[src/rtl/trap_pkg.sv]
`timescale 1ns/1ps
package trap_pkg;
  localparam logic [2:0] OPC_NONE = 3'd0;
  localparam logic [2:0] OPC_TW   = 3'd1;
  localparam logic [2:0] OPC_TWI  = 3'd2;
  localparam logic [2:0] OPC_TD   = 3'd3;
  localparam logic [2:0] OPC_TDI  = 3'd4;
  localparam logic [2:0] OPC_SC   = 3'd5;

  // architectural (MSB-0) bit numbers
  localparam int unsigned AB_SF      = 0;
  localparam int unsigned AB_EE      = 48;
  localparam int unsigned AB_PR      = 49;
  localparam int unsigned AB_IR      = 58;
  localparam int unsigned AB_DR      = 59;
  localparam int unsigned AB_FLAG_LO = 46;  // least significant reason flag

  typedef struct packed {
    logic lt_s;
    logic gt_s;
    logic eq;
    logic lt_u;
    logic gt_u;
  } cmp_res_t;

  function automatic int unsigned phys_bit(input int unsigned arch, input int unsigned width);
    return width - 1 - arch;
  endfunction
endpackage

[src/rtl/trap_cmp.sv]
`timescale 1ns/1ps
module trap_cmp
  import trap_pkg::*;
#(
  parameter int XLEN = 64,
  parameter int WORD = 32
) (
  input  logic [XLEN-1:0] a,
  input  logic [XLEN-1:0] b,
  input  logic            word_mode,
  output cmp_res_t        res
);
  localparam int HI = XLEN - WORD;

  logic [XLEN-1:0] a_sx, b_sx, a_zx, b_zx;

  always_comb begin
    if (word_mode) begin
      a_sx = {{HI{a[WORD-1]}}, a[WORD-1:0]};
      b_sx = {{HI{b[WORD-1]}}, b[WORD-1:0]};
      a_zx = {{HI{1'b0}}, a[WORD-1:0]};
      b_zx = {{HI{1'b0}}, b[WORD-1:0]};
    end else begin
      a_sx = a;
      b_sx = b;
      a_zx = a;
      b_zx = b;
    end
    res.lt_s = $signed(a_sx) < $signed(b_sx);
    res.gt_s = $signed(a_sx) > $signed(b_sx);
    res.eq   = a_zx == b_zx;
    res.lt_u = a_zx < b_zx;
    res.gt_u = a_zx > b_zx;
  end
endmodule

[src/rtl/trap_decide.sv]
`timescale 1ns/1ps
module trap_decide
  import trap_pkg::*;
#(
  parameter int              XLEN     = 64,
  parameter int              FTYPE_W  = 4,
  parameter logic [XLEN-1:0] PROG_VEC = 64'h700,
  parameter logic [XLEN-1:0] SC_VEC   = 64'hC00
) (
  input  logic [2:0]         op,
  input  logic [4:0]         cond,
  input  cmp_res_t           res,
  input  logic [FTYPE_W-1:0] force_type,
  input  logic [XLEN-1:0]    force_vec,
  output logic               take,
  output logic               is_sc,
  output logic [XLEN-1:0]    vec,
  output logic [FTYPE_W-1:0] flags
);
  localparam logic [FTYPE_W-1:0] COND_FLAG = FTYPE_W'(1);

  logic is_trap, forced, hit;

  always_comb begin
    is_trap = (op == OPC_TW) || (op == OPC_TWI) || (op == OPC_TD) || (op == OPC_TDI);
    is_sc   = (op == OPC_SC);
    forced  = is_trap && (force_type != '0);
    hit     = |(cond & res);
    take    = is_sc || (is_trap && (forced || hit));

    if (is_sc)       vec = SC_VEC;
    else if (forced) vec = force_vec;
    else             vec = PROG_VEC;

    flags = '0;
    if (!is_sc && vec == PROG_VEC)
      flags = forced ? force_type : COND_FLAG;
  end
endmodule

[src/rtl/trap_state_build.sv]
`timescale 1ns/1ps
module trap_state_build
  import trap_pkg::*;
#(
  parameter int XLEN       = 64,
  parameter int FTYPE_W    = 4,
  parameter int INSN_BYTES = 4
) (
  input  logic [XLEN-1:0]    cia,
  input  logic [XLEN-1:0]    msr,
  input  logic               is_sc,
  input  logic [FTYPE_W-1:0] flags,
  output logic [XLEN-1:0]    srr0,
  output logic [XLEN-1:0]    srr1,
  output logic [XLEN-1:0]    msr_new
);
  localparam int FLAG_LSB = phys_bit(AB_FLAG_LO, XLEN);
  localparam int P_SF = phys_bit(AB_SF, XLEN);
  localparam int P_EE = phys_bit(AB_EE, XLEN);
  localparam int P_PR = phys_bit(AB_PR, XLEN);
  localparam int P_IR = phys_bit(AB_IR, XLEN);
  localparam int P_DR = phys_bit(AB_DR, XLEN);

  logic [XLEN-1:0] flag_mask;

  genvar g;
  generate
    for (g = 0; g < XLEN; g++) begin : g_flag
      if (g >= FLAG_LSB && g < FLAG_LSB + FTYPE_W) begin : g_in
        assign flag_mask[g] = flags[g - FLAG_LSB];
      end else begin : g_out
        assign flag_mask[g] = 1'b0;
      end
    end
  endgenerate

  always_comb begin
    srr0 = is_sc ? cia + XLEN'(INSN_BYTES) : cia;
    srr1 = msr | flag_mask;
    msr_new = msr;
    msr_new[P_EE] = 1'b0;
    msr_new[P_PR] = 1'b0;
    msr_new[P_IR] = 1'b0;
    msr_new[P_DR] = 1'b0;
    msr_new[P_SF] = 1'b1;
  end
endmodule

[src/rtl/trap_entry_unit.sv]
`timescale 1ns/1ps
module trap_entry_unit
  import trap_pkg::*;
#(
  parameter int              XLEN       = 64,
  parameter int              WORD       = 32,
  parameter int              IMM_W      = 16,
  parameter int              FTYPE_W    = 4,
  parameter int              INSN_BYTES = 4,
  parameter logic [XLEN-1:0] PROG_VEC   = 64'h700,
  parameter logic [XLEN-1:0] SC_VEC     = 64'hC00
) (
  input  logic               clk,
  input  logic               rst,
  input  logic [2:0]         op_i,
  input  logic [4:0]         cond_i,
  input  logic [XLEN-1:0]    ra_i,
  input  logic [XLEN-1:0]    rb_i,
  input  logic [IMM_W-1:0]   imm_i,
  input  logic [XLEN-1:0]    cia_i,
  input  logic [XLEN-1:0]    msr_i,
  input  logic [FTYPE_W-1:0] force_type_i,
  input  logic [XLEN-1:0]    force_vec_i,
  output logic [XLEN-1:0]    nia_o,
  output logic               nia_we_o,
  output logic [XLEN-1:0]    srr0_o,
  output logic               srr0_we_o,
  output logic [XLEN-1:0]    srr1_o,
  output logic               srr1_we_o,
  output logic [XLEN-1:0]    msr_o,
  output logic               msr_we_o
);
  localparam int IMM_EXT = XLEN - IMM_W;

  logic              word_mode, use_imm;
  logic [XLEN-1:0]   opb;
  cmp_res_t          res;
  logic              take, is_sc;
  logic [XLEN-1:0]   vec, srr0_n, srr1_n, msr_n;
  logic [FTYPE_W-1:0] flags;

  always_comb begin
    word_mode = (op_i == OPC_TW) || (op_i == OPC_TWI);
    use_imm   = (op_i == OPC_TWI) || (op_i == OPC_TDI);
    opb       = use_imm ? {{IMM_EXT{imm_i[IMM_W-1]}}, imm_i} : rb_i;
  end

  trap_cmp #(.XLEN(XLEN), .WORD(WORD)) u_cmp (
    .a(ra_i), .b(opb), .word_mode(word_mode), .res(res)
  );

  trap_decide #(.XLEN(XLEN), .FTYPE_W(FTYPE_W), .PROG_VEC(PROG_VEC), .SC_VEC(SC_VEC)) u_decide (
    .op(op_i), .cond(cond_i), .res(res), .force_type(force_type_i),
    .force_vec(force_vec_i), .take(take), .is_sc(is_sc), .vec(vec), .flags(flags)
  );

  trap_state_build #(.XLEN(XLEN), .FTYPE_W(FTYPE_W), .INSN_BYTES(INSN_BYTES)) u_build (
    .cia(cia_i), .msr(msr_i), .is_sc(is_sc), .flags(flags),
    .srr0(srr0_n), .srr1(srr1_n), .msr_new(msr_n)
  );

  always_ff @(posedge clk) begin
    if (rst) begin
      nia_o     <= '0;
      srr0_o    <= '0;
      srr1_o    <= '0;
      msr_o     <= '0;
      nia_we_o  <= 1'b0;
      srr0_we_o <= 1'b0;
      srr1_we_o <= 1'b0;
      msr_we_o  <= 1'b0;
    end else begin
      nia_o     <= vec;
      srr0_o    <= srr0_n;
      srr1_o    <= srr1_n;
      msr_o     <= msr_n;
      nia_we_o  <= take;
      srr0_we_o <= take;
      srr1_we_o <= take;
      msr_we_o  <= take;
    end
  end
endmodule

[config.mk]
export PLATFORM = sky130hd
export DESIGN_NAME = trap_entry_unit
export DESIGN_NICKNAME = d
export VERILOG_FILES = /design/src/rtl/trap_pkg.sv /design/src/rtl/trap_cmp.sv /design/src/rtl/trap_decide.sv /design/src/rtl/trap_state_build.sv /design/src/rtl/trap_entry_unit.sv
export SDC_FILE = /design/constraint.sdc
export NUM_CORES = 1
export LEC_CHECK = 0
export ABC_AREA = 1
export BUFFER_PORTS_ARGS = -buffer_cell sky130_fd_sc_hd__buf_4
export CORE_AREA = 2 2 235 237
export CTS_CLUSTER_DIAMETER = 120
export DETAILED_ROUTE_END_ITERATION = 8
export DIE_AREA = 0 0 237 239
export GPL_TIMING_DRIVEN = 0
export SYNTH_ARGS = -nofsm -noshare
export SYNTH_HDL_FRONTEND = slang
export SYNTH_SLANG_ARGS = --single-unit
[constraint.sdc]
create_clock -name clk -period 3.95 [get_ports clk]
set_input_delay 0.1975 -clock clk [delete_from_list [all_inputs] [get_ports clk]]
set_output_delay 0.1975 -clock clk [all_outputs]
set_load 0.005 [all_outputs]
==> reports/metrics.csv, run 1 <==
metric,value,unit
outcome,"finished, final reports clean",
synth_compound_area_share,8.75,%
syn_inst,1608,
cp-end-kind,flip-flop,
boundaryPins,610,
synth_area,11400,µm²
nets,2854,
critPathLaunchType,input port,
drive_gt1_share,31.7,%
clk_pin_slew,90,ps
fmax,0.288,GHz
grt_pass1_vias,13098,
grt_overflow_total,0,
hold_path.class,in -> reg,
synth_most_common_cell,nor2_1,
drt_iter0_markers,506,
period_share,87.8,%
worstPathRequired,4330,ps
numCtsBuffers,17,
synth_largest_area_cell,dfxtp_1,
vias,13192,
leakagePower,9.88,nW
worstHoldStart,force_vec_i[11],
synth.top_cell.area_share,34.8,%
timing_worst_setup_path_type,in -> reg,
fin_util,35.3,%
slew_violations,0,
synth-main-ff-cell,dfxtp_1,
synth-xor-area-share,2.92,%
synthSimpleGateAreaFrac,28.3,%
fin_crit,3470,ps
htreeDepth,4,
maxCapViolCount,0,
cp.arrival,3840,ps
ir_worst_vdd,0.000321,V
core-area,54300,µm²
seq_area,3960,µm²
ys_seq_elements,198,
antenna_found_initial,4,
portBuffers,605,
yosysWarnings,0,
rsz0062_at_grt,no,
tightest_slew,876,ps
area_growth,68.5,%
grt_util_all_layers,18.4,%
tns,0,ps
layout.cells.non_filler,3126,
pwr_density_cell,297,nW/µm²
place_inst,2920,
synth.yosys.seq_area_share,34.8,%
fill_cells,5706,
ant_nets,0,
clock_sinks,198,
grt_max_degree,24,
yosys-top-cells-area,"dfxtp_1 35%, ha_1 11%, nor2_1 9.3%, nand2_1 9.0%, inv_1 7.1%",
grt_pass1_wl,77500,µm
synth_common_cells,"282 x nor2_1, 274 x nand2_1, 217 x inv_1",
setup_viol,0,
finalWirelength,53900,µm
synth_top_family_by_area,simple AND/OR/NAND/NOR gates,
slew_headroom,41.6,%
first_pass_iters,5,
place_congestion,0.897,
detail_route.vias_per_cell,4.22,
clock_path_buffers,2,
cp_max_fo,10,
ctsRootBufferMaster,clkbuf_16,
finalHoldViolCount,0,
hold_depth,5,
hpwl,44700,µm
synthMuxAreaShare,1.23,%
whs_endpoint,nia_o[11],
cts_tree,done,
row_count,86,
fp.dieH,239,µm
wire_per_inst,17.3,µm
synth_edf_count,0,
synthAdderAreaFrac,10.6,%
synth.distinct_cells,46,
drc,0,
avgSynthCellArea,7.09,µm²
async_flop_share,0,%
initial_core_util,21.0,%
multiInputGateArea,5930,µm²
dieArea,56600,µm²
die_w,237,µm
-- where the power goes --
group / switching (mW) / internal (mW)
Clock: 1.03 / 0.888
Combinational: 0.807 / 0.831
Sequential: 0.0464 / 2.10
Total: 1.88 / 3.82
-- worst max-delay path, cell delays in order --
cell and delay (ps):
buf_4 130, inv_1 60, nand3_1 90, nand2_1 160, clkbuf_1 350, clkbuf_1 510
buf_2 440, mux2i_1 140, ha_1 300, nand2_1 90, nor2_1 150, nand4_1 120
nor2_1 300, nand2_1 130, o21ai_0 170, a21oi_1 60, nor2_1 110, nand3_1 110
nand2_1 150, nand2_1 70
-- routing by layer --
metal  vias up  routed length, µm  GRT usage (%)  part of all wire [%]
li1       6636                  -              -                     -
met1      5963              22000           21.3                    41
met2       505              26100           32.2                    48
met3        84               3730           4.49                   6.9
met4         4               2100           8.30                   3.9
met5         -                 25              0                 0.046
-- metrics by stage --
step / instance area, µm² / setup slack [ps] / total power [mW] / hold slack [ps]
5_1_grt: 19200 / 93.6 / 6.03 / 24.3
6_report: 19200 / 482 / 5.70 / 47.4
2_1_floorplan: 11400 / 1130 / 2.88 / 288
3_3_place_gp: 16800 / -98.7 / 3.67 / 398
4_1_cts: 19200 / 424 / 5.79 / 2.34
3_5_place_dp: 16800 / -112 / 3.68 / 404
-- area by class of cell --
type	count	share of cell area, %
timing repair buffer	778	32.7
antenna	2	0.0261
tap	704	4.59
inverter	222	4.35
clock inverter	15	1.08
buffer	114	3.56
multi-input combinational	1076	30.9
clock buffer	17	2.21
sequential	198	20.6
-- how the worst max path moves through the flow --
stage | endpoint | slack, ps | depth (start not counted) | startpoint
final | msr_we_o | 480 | 20 | op_i[0]
after global routing | msr_we_o | 90 | 23 | op_i[0]
after CTS | msr_we_o | 420 | 23 | op_i[0]
after detailed placement | msr_we_o | -110 | 23 | op_i[0]
after global placement | msr_we_o | -100 | 23 | op_i[0]
after floorplan | msr_we_o | 1130 | 22 | op_i[1]
-- placed cells by master, fill, tap and decap left out, types with 28 or more instances in the layout --
cell type,instances
a21oi_1,78
buf_4,668
clkbuf_1,40
dfxtp_1,198
dlygate4sd3_1,173
ha_1,97
inv_1,217
nand2_1,274
nand3_1,28
nand4_1,40
nor2_1,282
nor3_1,45
o21ai_0,96
-- cell families (layout without fill, tap and decap cells) --
group,Yosys count,count (layout)
other,1,6
adder cells (fa/ha/maj),97,97
buffers and inverters,337,1146
XOR/XNOR,38,38
AO/OA/AOI/OAI,191,191
AND/OR/NAND/NOR,732,732
multiplexers,14,14
flip-flops,198,198
-- repair_timing --
action                                  CTS  global route
setup buffers                             0             0
hold endpoints to repair                173             0
endpoints found under the setup margin    0             1
hold buffers                            173             0
resized for setup                         0             1
-- flip-flops by register name, indices dropped and copies added, names as in the netlist --
name      flops
nia_o        64
srr0_o       64
srr1_o       64
msr_o         5
msr_we_o      1
Power figures use the tool's default switching activity.
==> run 2, diff against run 1 <==
--- a/config.mk
+++ b/config.mk
@@ -7,10 +7,10 @@
 export LEC_CHECK = 0
 export ABC_AREA = 1
 export BUFFER_PORTS_ARGS = -buffer_cell sky130_fd_sc_hd__buf_4
-export CORE_AREA = 2 2 235 237
+export CORE_AREA = 2 2 234 236
 export CTS_CLUSTER_DIAMETER = 120
 export DETAILED_ROUTE_END_ITERATION = 8
-export DIE_AREA = 0 0 237 239
+export DIE_AREA = 0 0 236 238
 export GPL_TIMING_DRIVEN = 0
 export SYNTH_ARGS = -nofsm -noshare
 export SYNTH_HDL_FRONTEND = slang
==> constraint.sdc (replaced) <==
create_clock -name clk -period 2.8 [get_ports clk]
set_input_delay 0.14 -clock clk [delete_from_list [all_inputs] [get_ports clk]]
set_output_delay 0.14 -clock clk [all_outputs]
set_load 0.005 [all_outputs]
==> reports/metrics.csv, run 2 (synthesized netlist as in run 1, its figures left out) <==
metric,value,unit,change
sequentialPowerShare,37.7,%,about the same
setup_viol,0,,unchanged
finalHoldViolCount,0,,unchanged
maxCapViolCount,0,,unchanged
fp.dieH,238,µm,-0.42%
tightest_slew,891,ps,+15.1 ps
clock_path_buffers,2,,unchanged
place_congestion,0.936,,+4.3%
dpl_worst_slack,-1230,ps,-1120 ps
numCtsBuffers,17,,unchanged
whs_endpoint,srr0_o[8],,
grt_pass1_vias,13208,,+0.84%
cp_max_fo,10,,unchanged
htreeDepth,4,,unchanged
hold_path.class,in -> reg,,
worstPathRequired,3170,ps,-1160 ps
initial_core_util,21.3,%,+0.33 points
period_share,93.0,%,
slew_violations,0,,unchanged
outcome,"finished, final reports clean",,
layout.cells.non_filler,3139,,+0.42%
die_w,236,µm,-0.42%
hpwl,45200,µm,+1.1%
rsz0062_at_grt,no,,
drive_gt1_share,34.1,%,+2.4 points
critPathLaunchType,input port,,
fin_util,36.7,%,+1.4 points
fmax,0.384,GHz,
vias,13356,,+1.2%
place_inst,2912,,-0.27%
timing_worst_setup_path_type,in -> reg,,
core-area,53500,µm²,-1.6%
nets,2874,,+0.70%
row_count,85,,-1.2%
portBuffers,605,,unchanged
dieArea,56200,µm²,-0.84%
clock_sinks,198,,unchanged
grt_overflow_total,0,,unchanged
seq_area,3960,µm²,unchanged
clkPwrFrac,32.1,%,-1.5 points
final_cell_mix,"675 x buf_4, 272 x nor2_1, 268 x nand2_1",,
multiInputGateArea,6120,µm²,+3.2%
ctsRootBufferMaster,clkbuf_16,,
first_pass_iters,5,,unchanged
switchingPower,2.62,mW,+39%
fill_cells,5570,,-2.4%
grt_max_degree,21,,-13%
layout_commonest_cell,buf_4,,
critPathSlowestCell,nor3b_2,,
max_stage_delay,260,ps,-250 ps
antenna_found_initial,6,,+2
boundaryPins,610,,unchanged
grt_pass1_wl,79600,µm,+2.7%
crit_top_cell,nand2_2,,
ant_nets,0,,unchanged
cp-end-kind,flip-flop,,
slew_headroom,40.6,%,-1.0 points
drt_iter0_markers,585,,+16%
detail_route.vias_per_cell,4.25,,+0.82%
grt_util_all_layers,19.1,%,+0.72 points
cp_cell_sequence,buf_4 -> inv_1 -> nand3_1 -> nand2_2 -> inv_1 -> or2_1 -> buf_6 -> o21ai_4 -> nor2_4 -> buf_4 -> buf_6 -> a21oi_4 -> ha_4 -> nand4_1 -> nor2_2 -> nand3_2 -> nor3b_2 -> nand2_2 -> nand2_2 -> nand2_1 -> nand3_2 -> nand3_4 -> nand2_4 -> nand2_1,,
combPwrFrac,30.3,%,+1.6 points
worst_slack,195,ps,-287 ps
p_sw_share,32.6,%,-0.41 points
leakagePower,10.1,nW,+1.8%
pwr_density_cell,409,nW/µm²,+38%
top_regs,"nia_o: 64 flops, srr0_o: 64 flops, srr1_o: 64 flops",,
cts_tree,done,,
hold_depth,3,,-2
finalWirelength,55400,µm,+2.7%
area_growth,72.3,%,
cp.arrival,2980,ps,-860 ps
worstHoldStart,cia_i[8],,
ir_worst_vdd,0.000486,V,+51%
wire_per_inst,17.7,µm,+2.3%
fin_crit,2610,ps,
drc,0,,unchanged
clk_pin_slew,80,ps,about the same
internal-power,5.42,mW,+42%
==> run 2: cell count changes in the layout (fill, tap and decap cells not counted), moves of 7 or more <==
cell / change
a21oi_1: -8
a21oi_2: +7
buf_4: +7
clkbuf_1: -19
clkbuf_2: +10
dlygate4sd3_1: +14
nor2_1: -10
nor2_2: +8
o21ai_0: -9
==> run 2: worst max-delay path by stage <==
stage                       start  endpoint  slack, ps  cells past startpoint
after global routing      op_i[2]  msr_we_o         10                     24
after global placement    op_i[0]  msr_we_o      -1200                     20
final                     op_i[2]  msr_we_o        190                     24
after detailed placement  op_i[0]  msr_we_o      -1230                     20
after floorplan           op_i[1]  msr_we_o         30                     22
after CTS                 op_i[0]  msr_we_o          4                     25
==> run 2: stage by stage <==
| stage | hold WS (ps) | setup TNS (ps) | total power [mW] | instance area, µm² |
|---|---|---|---|---|
| global placement | 340 | -1850 | 5.19 | 16800 |
| detailed placement | 347 | -1930 | 5.19 | 16800 |
| global route | 39.9 | 0 | 8.50 | 19600 |
| CTS | 7.87 | 0 | 8.07 | 19400 |
| floorplan | 231 | 0 | 4.07 | 11400 |
| finish | 42.5 | 0 | 8.04 | 19600 |
==> run 2: critical path: cells and delay by family <==
family | cells | cell delay (ps)
buffers and inverters | 6 | 670
AO/OA/AOI/OAI | 2 | 230
adder cells (fa/ha/maj) | 1 | 150
AND/OR/NAND/NOR | 15 | 1740
==> run 2: area by class of cell <==
cell class	count	area share [%]
clock inverter	14	0.764
sequential	198	20.2
multi-input combinational	1076	31.2
timing repair buffer	797	32.9
inverter	222	4.28
buffer	115	3.98
tap	696	4.43
clock buffer	18	2.24
antenna	3	0.0382
==> run 2: metal layers <==
metal / share of wire (%) / up-vias / global-route usage, %
li1: - / 6686 / -
met1: 41 / 6027 / 22.1
met2: 49 / 557 / 34.0
met3: 7.0 / 82 / 4.51
met4: 3.4 / 4 / 7.76
met5: 0.043 / - / 0
==> run 2: power groups by stage <==
stage | sequential (mW) | clock, mW | combinational (mW)
2_1_floorplan | 3.09 | 0 | 0.973
3_3_place_gp | 3.09 | 0 | 2.09
3_5_place_dp | 3.09 | 0 | 2.10
4_1_cts | 3.03 | 2.68 | 2.36
5_1_grt | 3.04 | 2.77 | 2.69
6_report | 3.03 | 2.58 | 2.43
==> run 2: what timing repair did <==
item,CTS,global route
endpoints found under the hold margin,187,0
pin swaps,2,14
endpoints found under the setup margin,1,1
hold buffers,187,0
setup buffers,2,2
resized for setup,41,75
gates cloned,0,1
==> run 3, diff against run 2 <==
--- a/config.mk
+++ b/config.mk
@@ -7,11 +7,12 @@
 export LEC_CHECK = 0
 export ABC_AREA = 1
 export BUFFER_PORTS_ARGS = -buffer_cell sky130_fd_sc_hd__buf_4
-export CORE_AREA = 2 2 234 236
+export CORE_AREA = 2 2 238 240
 export CTS_CLUSTER_DIAMETER = 120
 export DETAILED_ROUTE_END_ITERATION = 8
-export DIE_AREA = 0 0 236 238
+export DIE_AREA = 0 0 240 242
 export GPL_TIMING_DRIVEN = 0
 export SYNTH_ARGS = -nofsm -noshare
 export SYNTH_HDL_FRONTEND = slang
+export SYNTH_HIERARCHICAL = 1
 export SYNTH_SLANG_ARGS = --single-unit
==> reports/metrics.csv, run 3 <==
metric,value,unit,change
leakagePower,13.1,nW,+30%
portBuffers,546,,-9.8%
grt_max_degree,17,,-19%
detail_route.vias_per_cell,4.22,,-0.85%
timing_worst_setup_path_type,in -> reg,,
synth_largest_area_cell,dfxtp_1,,
clock_sinks,257,,+30%
synth_edf_count,0,,unchanged
grt_overflow_total,0,,unchanged
dieArea,58100,µm²,+3.4%
fin_crit,2640,ps,+30.5 ps
vias,16377,,+23%
outcome,"finished, final reports clean",,
cts_tree,done,,
hold_slack,21.0,ps,-21.5 ps
cp.arrival,3110,ps,+130 ps
synth-main-ff-cell,dfxtp_1,,
tightest_slew,1100,ps,+208 ps
drt_iter0_markers,735,,+26%
layout_commonest_cell,buf_4,,
fmax,0.379,GHz,-1.2%
place_congestion,0.965,,+3.1%
critPathLaunchType,input port,,
synth.top_cell.area_share,33.5,%,-1.3 points
row_count,87,,+2.4%
slew_violations,0,,unchanged
fp.dieH,242,µm,+1.7%
die_w,240,µm,+1.7%
yosys-top-cells-area,"dfxtp_1 33%, inv_1 11%, nor2_1 11%, nand2_1 10%, ha_1 7.9%",,
synth.yosys.seq_area_share,33.5,%,-1.3 points
period_share,94.1,%,+1.1 points
final_cell_mix,"687 x buf_4, 465 x inv_1, 463 x nor2_1",,
slew_headroom,26.7,%,-14 points
avgSynthCellArea,6.66,µm²,-6.1%
ir_worst_vdd,0.000469,V,-3.4%
numCtsBuffers,30,,+13
area_growth,54.9,%,
maxCapViolCount,0,,unchanged
synth_area,15400,µm²,+35%
setup_viol,0,,unchanged
ctsRootBufferMaster,clkbuf_16,,
first_pass_iters,5,,unchanged
wire_per_inst,16.3,µm,-7.5%
ys_seq_elements,257,,+30%
htreeDepth,1,,-3
worstHoldStart,cond_i[4],,
grt_util_all_layers,21.1,%,+2.0 points
worst_slack,164,ps,-30.5 ps
async_flop_share,0,%,unchanged
drive_gt1_share,28.8,%,-5.3 points
synth_most_common_cell,inv_1,,
grt_pass1_wl,94400,µm,+19%
cp-endpoint,msr_we_o,,
syn_inst,2310,,+44%
hpwl,50800,µm,+12%
grt_pass1_vias,16218,,+23%
finalHoldViolCount,0,,unchanged
ant_nets,0,,unchanged
antenna_found_initial,8,,+2
yosysWarnings,6,,+6
synth.distinct_cells,47,,+2.2%
cp_max_fo,5,,-5
clock_path_buffers,3,,+1
boundaryPins,610,,unchanged
dpl_worst_slack,-1070,ps,+163 ps
nets,3546,,+23%
worstPathRequired,3270,ps,+100 ps
synth_common_cells,"467 x inv_1, 463 x nor2_1, 430 x nand2_1",,
startpoint,op_i[1],,
stdcell_area,23800,µm²,+21%
pwr_density_cell,451,nW/µm²,+10%
hold_path.class,in -> reg,,
core-area,55700,µm²,+4.2%
placed_area,20400,µm²,+21%
drc,0,,unchanged
tns,0,ps,unchanged
cp-end-kind,flip-flop,,
initial_core_util,27.6,%,+6.3 points
fin_util,42.7,%,+6.0 points
finalWirelength,63400,µm,+14%
clk_pin_slew,60,ps,-20 ps
run 3: cell types whose count changed after synthesis, moves of 14 or more:
cell	change
inv_1	+250
nor2_1	+181
nand2_1	+156
buf_4	+72
dfxtp_1	+59
o21ai_0	-46
nor3_1	-42
buf_2	+27
nand3_1	+25
o211ai_1	+21
clkbuf_1	-16
or2_2	-15
mux2i_1	-14
run 3: worst min path at each step:
stage	depth (start not counted)	to
after CTS	7	msr_we_o
after global placement	3	srr1_o[3]
final	7	msr_we_o
after global routing	7	msr_we_o
after floorplan	3	srr0_o[2]
after detailed placement	3	srr1_o[63]
run 3: metal layers:
layer	part of all wire, %	track usage [%]	vias to the layer above
met5	0.076	0	-
met4	4.4	9.26	8
met3	7.3	4.20	135
met2	47	36.0	571
met1	41	25.6	7321
li1	-	-	8342
run 3: critical path: stages:
cell and delay, ps:
buf_12 100, inv_2 40, nand2_4 100, nand4_4 140
buf_12 160, nand2_4 60, nand2_4 70, inv_8 80
buf_4 140, a21oi_1 50, ha_1 290, nand4_1 150
nor3_2 280, nand3b_1 130, nor2_2 170, nand2_1 90
nand2_1 70, nand2_1 60, nand2_2 90, nor2_2 50
a221oi_2 240, nand4_1 130, nand2_1 90, nand2_1 60
inv_1 70, nor2_1 40
run 3: metrics by stage:
stage	total power [mW]	std cells
4_1_cts	10.8	3870
3_3_place_gp	6.33	3615
2_1_floorplan	5.25	2313
3_5_place_dp	6.35	3615
6_report	10.7	3882
5_1_grt	11.3	3882
run 3: cell families (layout without fill, tap and decap cells):
| family | Yosys count | after routing | synth area share, % |
|---|---|---|---|
| flip-flops | 257 | 257 | 33.5 |
| XOR/XNOR | 39 | 39 | 2.22 |
| AND/OR/NAND/NOR | 1066 | 1066 | 29.9 |
| AO/OA/AOI/OAI | 169 | 169 | 6.08 |
| other | 2 | 9 | 0.0488 |
| buffers and inverters | 680 | 1489 | 20.4 |
| adder cells (fa/ha/maj) | 97 | 97 | 7.89 |
run 3: where the power goes:
group | switching (mW) | internal [mW]
registers | 0.0662 | 3.85
logic | 1.36 | 1.35
clock network | 1.75 | 2.37
run 3: repair_timing:
action | CTS | global route
buffers inserted | 5 | 9
gates cloned | 1 | 1
endpoints found under the setup margin | 1 | 1
hold buffers | 195 | 0
pin swaps | 5 | 27
resized for setup | 28 | 68
endpoints found under the hold margin | 252 | 0
run 3: area by class of cell:
type / count / area, µm²
Multi-Input combinational cell: 1376 / 7200
Timing Repair Buffer: 756 / 6220
Clock inverter: 19 / 221
Sequential cell: 257 / 5140
Clock buffer: 36 / 813
Buffer: 202 / 1460
Tap cell: 756 / 946
Fill cell: 5690 / 31900
Inverter: 476 / 1810
Antenna cell: 4 / 10.0
